$ cat src/rtl/tcs_pkg.sv
package tcs_pkg;
   localparam int PS_W = 2;

   typedef enum logic [1:0] {
      MUX_NONE   = 2'b00,
      MUX_USB    = 2'b01,
      MUX_DP_ALL = 2'b10,
      MUX_USB_DP = 2'b11
   } mux_mode_e;

   typedef enum logic [2:0] {
      ST_IDLE,
      ST_WAIT,
      ST_SWAP,
      ST_UNSAFE,
      ST_FINISH
   } seq_state_e;

   typedef struct packed {
      mux_mode_e mode;
      logic      orient;
      logic      lowpwr;
   } switch_req_t;

   function automatic logic lane_parked(input logic [PS_W-1:0] ps, input logic p2_ok);
      return (ps == 2'd3) || (p2_ok && (ps == 2'd2));
   endfunction

   function automatic logic mode_has_usb(input mux_mode_e m);
      return (m == MUX_USB) || (m == MUX_USB_DP);
   endfunction

   function automatic logic mode_has_dp(input mux_mode_e m);
      return (m == MUX_DP_ALL) || (m == MUX_USB_DP);
   endfunction
endpackage

$ cat src/rtl/tcs_req_capture.sv
module tcs_req_capture
   import tcs_pkg::*;
(
   input  logic        clk,
   input  logic        rst_n,
   input  logic        wr_stb,
   input  logic        wr_valid,
   input  logic [1:0]  wr_mode,
   input  logic        wr_orient,
   input  logic        wr_lowpwr,
   input  logic        seq_idle,
   output logic        pending,
   output switch_req_t act
);
   logic accept;

   // a request is taken only from an idle sequencer with nothing queued
   assign accept = wr_stb && wr_valid && seq_idle && !pending;

   always_ff @(posedge clk or negedge rst_n) begin
      if (!rst_n) begin
         pending <= 1'b0;
         act     <= '{mode: MUX_NONE, orient: 1'b0, lowpwr: 1'b0};
      end else if (pending) begin
         pending <= 1'b0;
      end else if (accept) begin
         pending    <= 1'b1;
         act.mode   <= mux_mode_e'(wr_mode);
         act.orient <= wr_orient;
         act.lowpwr <= wr_lowpwr;
      end
   end

   AST_PEND_CLEARS: assert property (@(posedge clk) disable iff (!rst_n)
      pending |=> !pending);
endmodule

$ cat src/rtl/tcs_lane_ready.sv
module tcs_lane_ready
   import tcs_pkg::*;
#(
   parameter int DP_LANES = 4
) (
   input  mux_mode_e                   cur_mode,
   input  logic [PS_W-1:0]             usb_tx_ps,
   input  logic [PS_W-1:0]             usb_rx_ps,
   input  logic [DP_LANES*PS_W-1:0]    dp_tx_ps,
   input  logic                        usb_p2_ok,
   input  logic                        dp_p2_ok,
   input  logic                        usb_hs_en,
   input  logic                        dp_hs_en,
   input  logic                        usb_ack,
   input  logic                        dp_ack,
   output logic                        ready
);
   localparam int HALF = DP_LANES / 2;

   logic [DP_LANES-1:0] lane_ok;
   logic [DP_LANES-1:0] lane_need;
   logic                usb_ok;
   logic                dp_ok;

   for (genvar i = 0; i < DP_LANES; i++) begin : g_dp_lane
      localparam bit LOW_HALF = (i < HALF);
      assign lane_ok[i]   = lane_parked(dp_tx_ps[i*PS_W +: PS_W], dp_p2_ok);
      assign lane_need[i] = (cur_mode == MUX_DP_ALL) ||
                            ((cur_mode == MUX_USB_DP) && LOW_HALF);
   end

   assign usb_ok = !mode_has_usb(cur_mode) ||
                   (lane_parked(usb_tx_ps, usb_p2_ok) &&
                    lane_parked(usb_rx_ps, usb_p2_ok) &&
                    (!usb_hs_en || usb_ack));

   assign dp_ok  = !mode_has_dp(cur_mode) ||
                   ((&(lane_ok | ~lane_need)) && (!dp_hs_en || dp_ack));

   assign ready  = usb_ok && dp_ok;
endmodule

$ cat src/rtl/tcs_timeout.sv
module tcs_timeout #(
   parameter int PRESCALE_BITS = 8,
   parameter int TMO_BITS      = 20
) (
   input  logic                clk,
   input  logic                rst_n,
   input  logic                run,
   input  logic [TMO_BITS-1:0] limit,
   output logic                expired
);
   logic                tick;
   logic [TMO_BITS-1:0] units_q;

   if (PRESCALE_BITS > 0) begin : g_pre
      logic [PRESCALE_BITS-1:0] pre_q;
      always_ff @(posedge clk or negedge rst_n) begin
         if (!rst_n)    pre_q <= '0;
         else if (!run) pre_q <= '0;
         else           pre_q <= pre_q + 1'b1;
      end
      assign tick = run && (&pre_q);
   end else begin : g_nopre
      assign tick = run;
   end

   always_ff @(posedge clk or negedge rst_n) begin
      if (!rst_n)                         units_q <= '0;
      else if (!run)                      units_q <= '0;
      else if (tick && units_q != limit)  units_q <= units_q + 1'b1;
   end

   assign expired = run && (limit != '0) && (units_q == limit);

   AST_UNITS_BOUND: assert property (@(posedge clk) disable iff (!rst_n)
      (run && limit != '0) |-> (units_q <= limit));
endmodule

$ cat src/rtl/tcs_switch_fsm.sv
module tcs_switch_fsm
   import tcs_pkg::*;
(
   input  logic        clk,
   input  logic        rst_n,
   input  logic        start,
   input  switch_req_t act,
   input  logic        ready,
   input  logic        expired,
   input  logic        auto_safe_en,
   input  logic [1:0]  auto_block_en,
   output seq_state_e  state,
   output mux_mode_e   xmode,
   output logic        xflip,
   output logic        xdis,
   output logic        usb_rel,
   output logic        dp_rel,
   output logic        blk,
   output logic        done,
   output logic        tmo
);
   logic leave;

   assign leave = (auto_block_en[0] && xmode == MUX_USB    && act.mode != MUX_USB) ||
                  (auto_block_en[1] && xmode == MUX_USB_DP && act.mode != MUX_USB_DP);

   always_ff @(posedge clk or negedge rst_n) begin
      if (!rst_n) begin
         state   <= ST_IDLE;
         xmode   <= MUX_NONE;
         xflip   <= 1'b0;
         xdis    <= 1'b0;
         usb_rel <= 1'b0;
         dp_rel  <= 1'b0;
         blk     <= 1'b0;
         done    <= 1'b0;
         tmo     <= 1'b0;
      end else begin
         done <= 1'b0;
         tmo  <= 1'b0;
         unique case (state)
            ST_IDLE: begin
               if (start) begin
                  usb_rel <= 1'b1;
                  dp_rel  <= 1'b1;
                  blk     <= leave;
                  state   <= ST_WAIT;
               end
            end
            ST_WAIT: begin
               if (ready) begin
                  if (act.lowpwr) begin
                     xdis  <= 1'b1;
                     state <= ST_FINISH;
                  end else if (auto_safe_en) begin
                     xdis  <= 1'b1;
                     state <= ST_SWAP;
                  end else begin
                     xmode <= act.mode;
                     xflip <= act.orient;
                     xdis  <= 1'b0;
                     state <= ST_FINISH;
                  end
               end else if (expired) begin
                  usb_rel <= 1'b0;
                  dp_rel  <= 1'b0;
                  tmo     <= 1'b1;
                  state   <= ST_IDLE;
               end
            end
            ST_SWAP: begin
               xmode <= act.mode;
               xflip <= act.orient;
               state <= ST_UNSAFE;
            end
            ST_UNSAFE: begin
               xdis  <= 1'b0;
               state <= ST_FINISH;
            end
            ST_FINISH: begin
               usb_rel <= 1'b0;
               dp_rel  <= 1'b0;
               done    <= 1'b1;
               state   <= ST_IDLE;
            end
            default: state <= ST_IDLE;
         endcase
      end
   end

   AST_EVT_EXCL: assert property (@(posedge clk) disable iff (!rst_n)
      !(done && tmo));
   AST_DONE_ONE: assert property (@(posedge clk) disable iff (!rst_n)
      done |=> !done);
   AST_SAFE_HELD: assert property (@(posedge clk) disable iff (!rst_n)
      (state == ST_SWAP || state == ST_UNSAFE) |-> xdis);
   AST_REL_WAIT: assert property (@(posedge clk) disable iff (!rst_n)
      (state == ST_WAIT) |-> (usb_rel && dp_rel));
   AST_LP_KEEP: assert property (@(posedge clk) disable iff (!rst_n)
      ($past(state) == ST_WAIT && state == ST_FINISH && act.lowpwr) |-> ($stable(xmode) && xdis));
endmodule

$ cat src/rtl/tcs_lane_switch_seq.sv
module tcs_lane_switch_seq
   import tcs_pkg::*;
#(
   parameter int DP_LANES      = 4,
   parameter int PRESCALE_BITS = 8,
   parameter int TMO_BITS      = 20
) (
   input  logic                       clk,
   input  logic                       rst_n,
   input  logic                       req_wr,
   input  logic                       req_valid,
   input  logic [1:0]                 req_mode,
   input  logic                       req_orient,
   input  logic                       req_lowpwr,
   input  logic                       flip_invert,
   input  logic                       usb_p2_ok,
   input  logic                       dp_p2_ok,
   input  logic                       usb_hs_en,
   input  logic                       dp_hs_en,
   input  logic                       auto_safe_en,
   input  logic [1:0]                 auto_block_en,
   input  logic [TMO_BITS-1:0]        timeout_val,
   input  logic [1:0]                 usb_tx_ps,
   input  logic [1:0]                 usb_rx_ps,
   input  logic [DP_LANES*2-1:0]      dp_tx_ps,
   input  logic                       usb_rxdet_ack,
   input  logic                       dp_dis_ack,
   output logic                       req_pending,
   output logic                       busy,
   output logic                       usb_rxdet_dis,
   output logic                       dp_dis,
   output logic                       block_ss,
   output logic [1:0]                 xbar_mode,
   output logic                       xbar_flip,
   output logic                       xbar_disable,
   output logic                       evt_done,
   output logic                       evt_timeout
);
   if (DP_LANES < 2 || (DP_LANES % 2) != 0) begin : g_bad_lanes
      $error("DP_LANES must be even and at least 2");
   end
   if (TMO_BITS < 1 || TMO_BITS > 32) begin : g_bad_tmo
      $error("TMO_BITS must lie in 1..32");
   end
   if (PRESCALE_BITS < 0 || PRESCALE_BITS > 16) begin : g_bad_pre
      $error("PRESCALE_BITS must lie in 0..16");
   end

   switch_req_t act;
   seq_state_e  state;
   mux_mode_e   xmode;
   logic        ready;
   logic        expired;
   logic        xflip;

   tcs_req_capture u_cap (
      .clk       (clk),
      .rst_n     (rst_n),
      .wr_stb    (req_wr),
      .wr_valid  (req_valid),
      .wr_mode   (req_mode),
      .wr_orient (req_orient),
      .wr_lowpwr (req_lowpwr),
      .seq_idle  (state == ST_IDLE),
      .pending   (req_pending),
      .act       (act)
   );

   tcs_lane_ready #(.DP_LANES(DP_LANES)) u_rdy (
      .cur_mode  (xmode),
      .usb_tx_ps (usb_tx_ps),
      .usb_rx_ps (usb_rx_ps),
      .dp_tx_ps  (dp_tx_ps),
      .usb_p2_ok (usb_p2_ok),
      .dp_p2_ok  (dp_p2_ok),
      .usb_hs_en (usb_hs_en),
      .dp_hs_en  (dp_hs_en),
      .usb_ack   (usb_rxdet_ack),
      .dp_ack    (dp_dis_ack),
      .ready     (ready)
   );

   tcs_timeout #(.PRESCALE_BITS(PRESCALE_BITS), .TMO_BITS(TMO_BITS)) u_tmo (
      .clk     (clk),
      .rst_n   (rst_n),
      .run     (state == ST_WAIT),
      .limit   (timeout_val),
      .expired (expired)
   );

   tcs_switch_fsm u_fsm (
      .clk           (clk),
      .rst_n         (rst_n),
      .start         (req_pending),
      .act           (act),
      .ready         (ready),
      .expired       (expired),
      .auto_safe_en  (auto_safe_en),
      .auto_block_en (auto_block_en),
      .state         (state),
      .xmode         (xmode),
      .xflip         (xflip),
      .xdis          (xbar_disable),
      .usb_rel       (usb_rxdet_dis),
      .dp_rel        (dp_dis),
      .blk           (block_ss),
      .done          (evt_done),
      .tmo           (evt_timeout)
   );

   assign busy      = (state != ST_IDLE);
   assign xbar_mode = xmode;
   assign xbar_flip = xflip ^ flip_invert;

   AST_IDLE_QUIET: assert property (@(posedge clk) disable iff (!rst_n)
      (!busy && !req_pending) |-> (!usb_rxdet_dis && !dp_dis));
endmodule

$ cat config.mk
export PLATFORM = sky130hd
export DESIGN_NAME = tcs_lane_switch_seq
export DESIGN_NICKNAME = d
export VERILOG_FILES = /design/src/rtl/tcs_pkg.sv /design/src/rtl/tcs_req_capture.sv /design/src/rtl/tcs_lane_ready.sv /design/src/rtl/tcs_timeout.sv /design/src/rtl/tcs_switch_fsm.sv /design/src/rtl/tcs_lane_switch_seq.sv
export SDC_FILE = /design/constraint.sdc
export NUM_CORES = 1
export LEC_CHECK = 0
export BUFFER_PORTS_ARGS = -buffer_cell sky130_fd_sc_hd__buf_4
export CORE_ASPECT_RATIO = 2
export CORE_UTILIZATION = 45
export CTS_CLUSTER_DIAMETER = 80
export CTS_CLUSTER_SIZE = 16
export DETAILED_ROUTE_END_ITERATION = 16
export GPL_ROUTABILITY_DRIVEN = 0
export PLACE_DENSITY = 0.76
export SYNTH_ARGS = -nofsm -noshare
export SYNTH_HDL_FRONTEND = slang
export SYNTH_SLANG_ARGS = --single-unit
$ cat constraint.sdc
create_clock -name clk -period 2.2 [get_ports clk]
set_clock_uncertainty 0.15 [all_clocks]
set_input_delay 0.44 -clock clk [delete_from_list [all_inputs] [get_ports clk]]
set_output_delay 0.44 -clock clk [all_outputs]
set_load 0.1 [all_outputs]
==> flow_metrics.tcl <==
set metrics [dict create \
    timing.reg2reg.setup_slack_ns -0.02 \
    place.port_buffers 60 \
    final_power_w 0.00321 \
    layout_commonest_cell "buf_4" \
    yosysTopAreaCell "dfrtp_1" \
    postSynthRegisterBits 44 \
    hold_viol 0 \
    criticalPathCategory "reg -> reg" \
    globalRoute.totalOverflow 0 \
    layout-drive-gt1-share_pct 42.2 \
    first_global_vias 2410 \
    hold-worst-slack_ns 0.209 \
    die-area_sq_um 5910 \
    report.final.setup_viol 1 \
    cpMaxStageDelayCell "dfrtp_2" \
    clock_latency_reported_for_the_late_side_of_the_worst_skew_pair_ns 0.30 \
    antenna_found_initial 0 \
    timing_worst_slew_pin_value_ns 0.559 \
    slew_violations 0 \
    reg2reg_to "u_tmo.units_q[6]" \
    synthFlopType "dfrtp_1" \
    core.rowCount 38 \
    initial_utilization_pct 46.4 \
    worst_endpoint_data_arrival_time_ns 2.28 \
    dieHeight_microns 108 \
    clk_pin_slew_ns 0.09 \
    timing.critical_path.required_ns 2.26 \
    syn_inst 268 \
    layout.cell_area.non_filler_sq_um 3520 \
    layoutNonFillerInstCount 418 \
    dr.pass1.iters 4 \
    drtAntennaViolNets 0 \
    detailedRoute.firstIterationViolations 90 \
    tritoncts "done" \
    diodes 0 \
    timing.critical_path.cells "xor2_2, nor4_4, nand3_2, buf_6, o21ai_4, buf_6, o21ai_2, a21oi_1" \
    slew_headroom_pct 62.8 \
    syn-cell-area_sq_um 2520 \
    synth.yosys.seq_area_share_pct 43.8 \
    synth.top_cells.by_area "dfrtp_1, xor2_1, nand2_1" \
    worst_hold_startpoint "req_mode[0]" \
    count_of_max_cap_constraint_violations 0 \
    design.final.nets 409 \
    crit_path_frequent_cell "buf_6" \
    layout.cells.most_common_list "buf_4, dfrtp_1, nand2_1" \
    family_with_the_most_delay_on_the_worst_path "simple AND/OR/NAND/NOR gates" \
    track_usage_pct 25.6 \
    grt_first_pass_wirelength_microns 10800 \
    path_buf_inv 2 \
    avgViaCountPerCell 5.89 \
    ys.warnings.count 0 \
    hold_ep "u_cap.act[2]" \
    placedInstanceArea_sq_um 3160 \
    critical-path-max-stage-delay_ns 0.45 \
    start_of_the_worst_register_to_register_path "u_tmo.units_q[3]" \
    hold_class "in -> reg" \
    post-dp-hpwl_microns 5070 \
    top_cell_type_s_share_of_synthesized_area_pct 43.8 \
    cts_max_level 2 \
    vdd_ir_drop_max_mv 1.43 \
    path_max_fanout 8 \
    achievable-frequency_mhz 450 \
    unrepaired_setup_endpoints_after_global_routing "true" \
    synthesis.area_per_instance_sq_um 9.39 \
    dp.cells 399 \
    drc 0 \
    io-pin-count 61 \
    synth_edf_count 0 \
    place_worst_setup_slack_ns -0.175 \
    worst-path-stages 8 \
    cts_buffer_depth 2 \
    fin_ws_ns -0.0200 \
    timing.critical_path.from_type "register" \
    core_area_sq_um 5420 \
    vias 2464 \
    routed_wl_microns 7050 \
    worstSetupEndpointType "register" \
    drt-wirelength-per-cell_microns 16.9 \
    yosys.cell_types.count 50 \
    areaGrowthSynthToFinish_pct 39.9 \
    status "complete, but fails checks" \
    violations_in_the_final_reports "setup timing" \
    worst-r2r-cell-count 8 \
    worst_hold_path.num_cells 3 \
    power_density_nw_per_um2 912 \
    synth_nets 320 \
    finalCritPeriodShare_pct 101 \
    grt_start_max_net_pins 45 \
    cts.root.buffer_cell "clkbuf_8" \
    sink_count_of_the_clock_tree 44 \
    die_w_microns 54.9 \
    fin_crit_ns 2.22 \
    cts-buffers-inserted 5 \
    leakage_power_of_the_design_nw 1.60 \
    asyncSetResetFlopFracSynth_pct 100 \
]
final cells by class:
class | count | area, sq um
inverter | 9 | 33.8
sequential | 44 | 1100
fill | 465 | 1900
timing repair buffer | 92 | 712
clock buffer | 6 | 82.6
clock inverter | 2 | 10.0
tap | 60 | 75.1
multi-input combinational | 205 | 1500
repair_timing:
item,4_1_cts,5_1_grt
buffers inserted,5,3
setup endpoints to repair,16,23
pin swaps,2,35
resized for setup,2,47
endpoints found under the hold margin,9,0
hold buffers,1,0
gates cloned,0,2
metal layers:
| layer | GRT usage [%] | part of all wire, % | up-vias |
|---|---|---|---|
| met5 | 0 | 0 | - |
| met4 | 17.2 | 3.6 | 0 |
| met3 | 7.77 | 3.8 | 23 |
| met2 | 43.5 | 58 | 81 |
| met1 | 24.4 | 35 | 1216 |
| li1 | - | - | 1144 |
cells by family after synthesis:
logic type      Yosys count  share of synthesized area (%)
compound gates           55                           13.7
flops                    44                           43.8
fa+ha+maj                 2                          0.994
buf+inv                  19                           3.53
mux                       7                           3.08
simple gates            114                           25.5
xor+xnor                 27                           9.40
worst max path at each step:
| stage | endpoint | slack [ns] | from |
|---|---|---|---|
| 3_5_place_dp | u_fsm.usb_rel | -0.17 | timeout_val[3] |
| 2_1_floorplan | u_fsm.xmode[0] | 0.06 | u_fsm.state[2] |
| 4_1_cts | u_tmo.units_q[12] | -0.02 | u_tmo.g_pre.pre_q[0] |
| 6_report | u_tmo.units_q[6] | -0.02 | u_tmo.units_q[3] |
| 5_1_grt | u_tmo.units_q[6] | -0.21 | u_tmo.units_q[3] |
| 3_3_place_gp | u_fsm.usb_rel | -0.17 | timeout_val[3] |
per-stage QoR:
stage,util [%],setup TNS [ns]
final,65.0,-0.0200
after global routing,65.0,-2.63
after CTS,61.1,-0.0533
after detailed placement,58.3,-2.43
after global placement,58.3,-1.86
after floorplan,-,0
flip-flops by register name, indices dropped and copies added, names as in the netlist:
name / cells
u_tmo.g_pre.pre_q: 8
u_fsm.done: 1
u_fsm.tmo: 1
u_fsm.xdis: 1
u_cap.act: 4
u_fsm.xmode: 2
u_tmo.units_q: 20
u_fsm.blk: 1
u_fsm.usb_rel: 1
u_fsm.xflip: 1
u_cap.pending: 1
u_fsm.state: 3
report_power, final:
group	internal (W)	total, W	switching, W	leakage (nW)
sequential	0.000950	0.00108	0.000129	0.589
clock	0.000251	0.000523	0.000272	0.0510
combinational	0.000487	0.00161	0.00112	0.956
total	0.00169	0.00321	0.00152	1.60
cells in the mapped netlist (all sizes together), types with 4 or more instances:
library cell	instances
nand3	18
nor3	5
mux2	6
nand2	24
a21oi	17
o211ai	6
xnor2	4
clkbuf	5
inv	9
or4	8
or3	10
dfrtp	44
o21ai	16
nor4	11
nor2	17
nand4	5
buf	5
xor2	23
and3	5
tightest hold or removal path: cells and delay by family:
family / cells / cell delay, ns
simple gates: 1 / 0.03
buf+inv: 1 / 0.07
compound gates: 1 / 0.07
No activity file was read; power rests on OpenSTA's default activity.
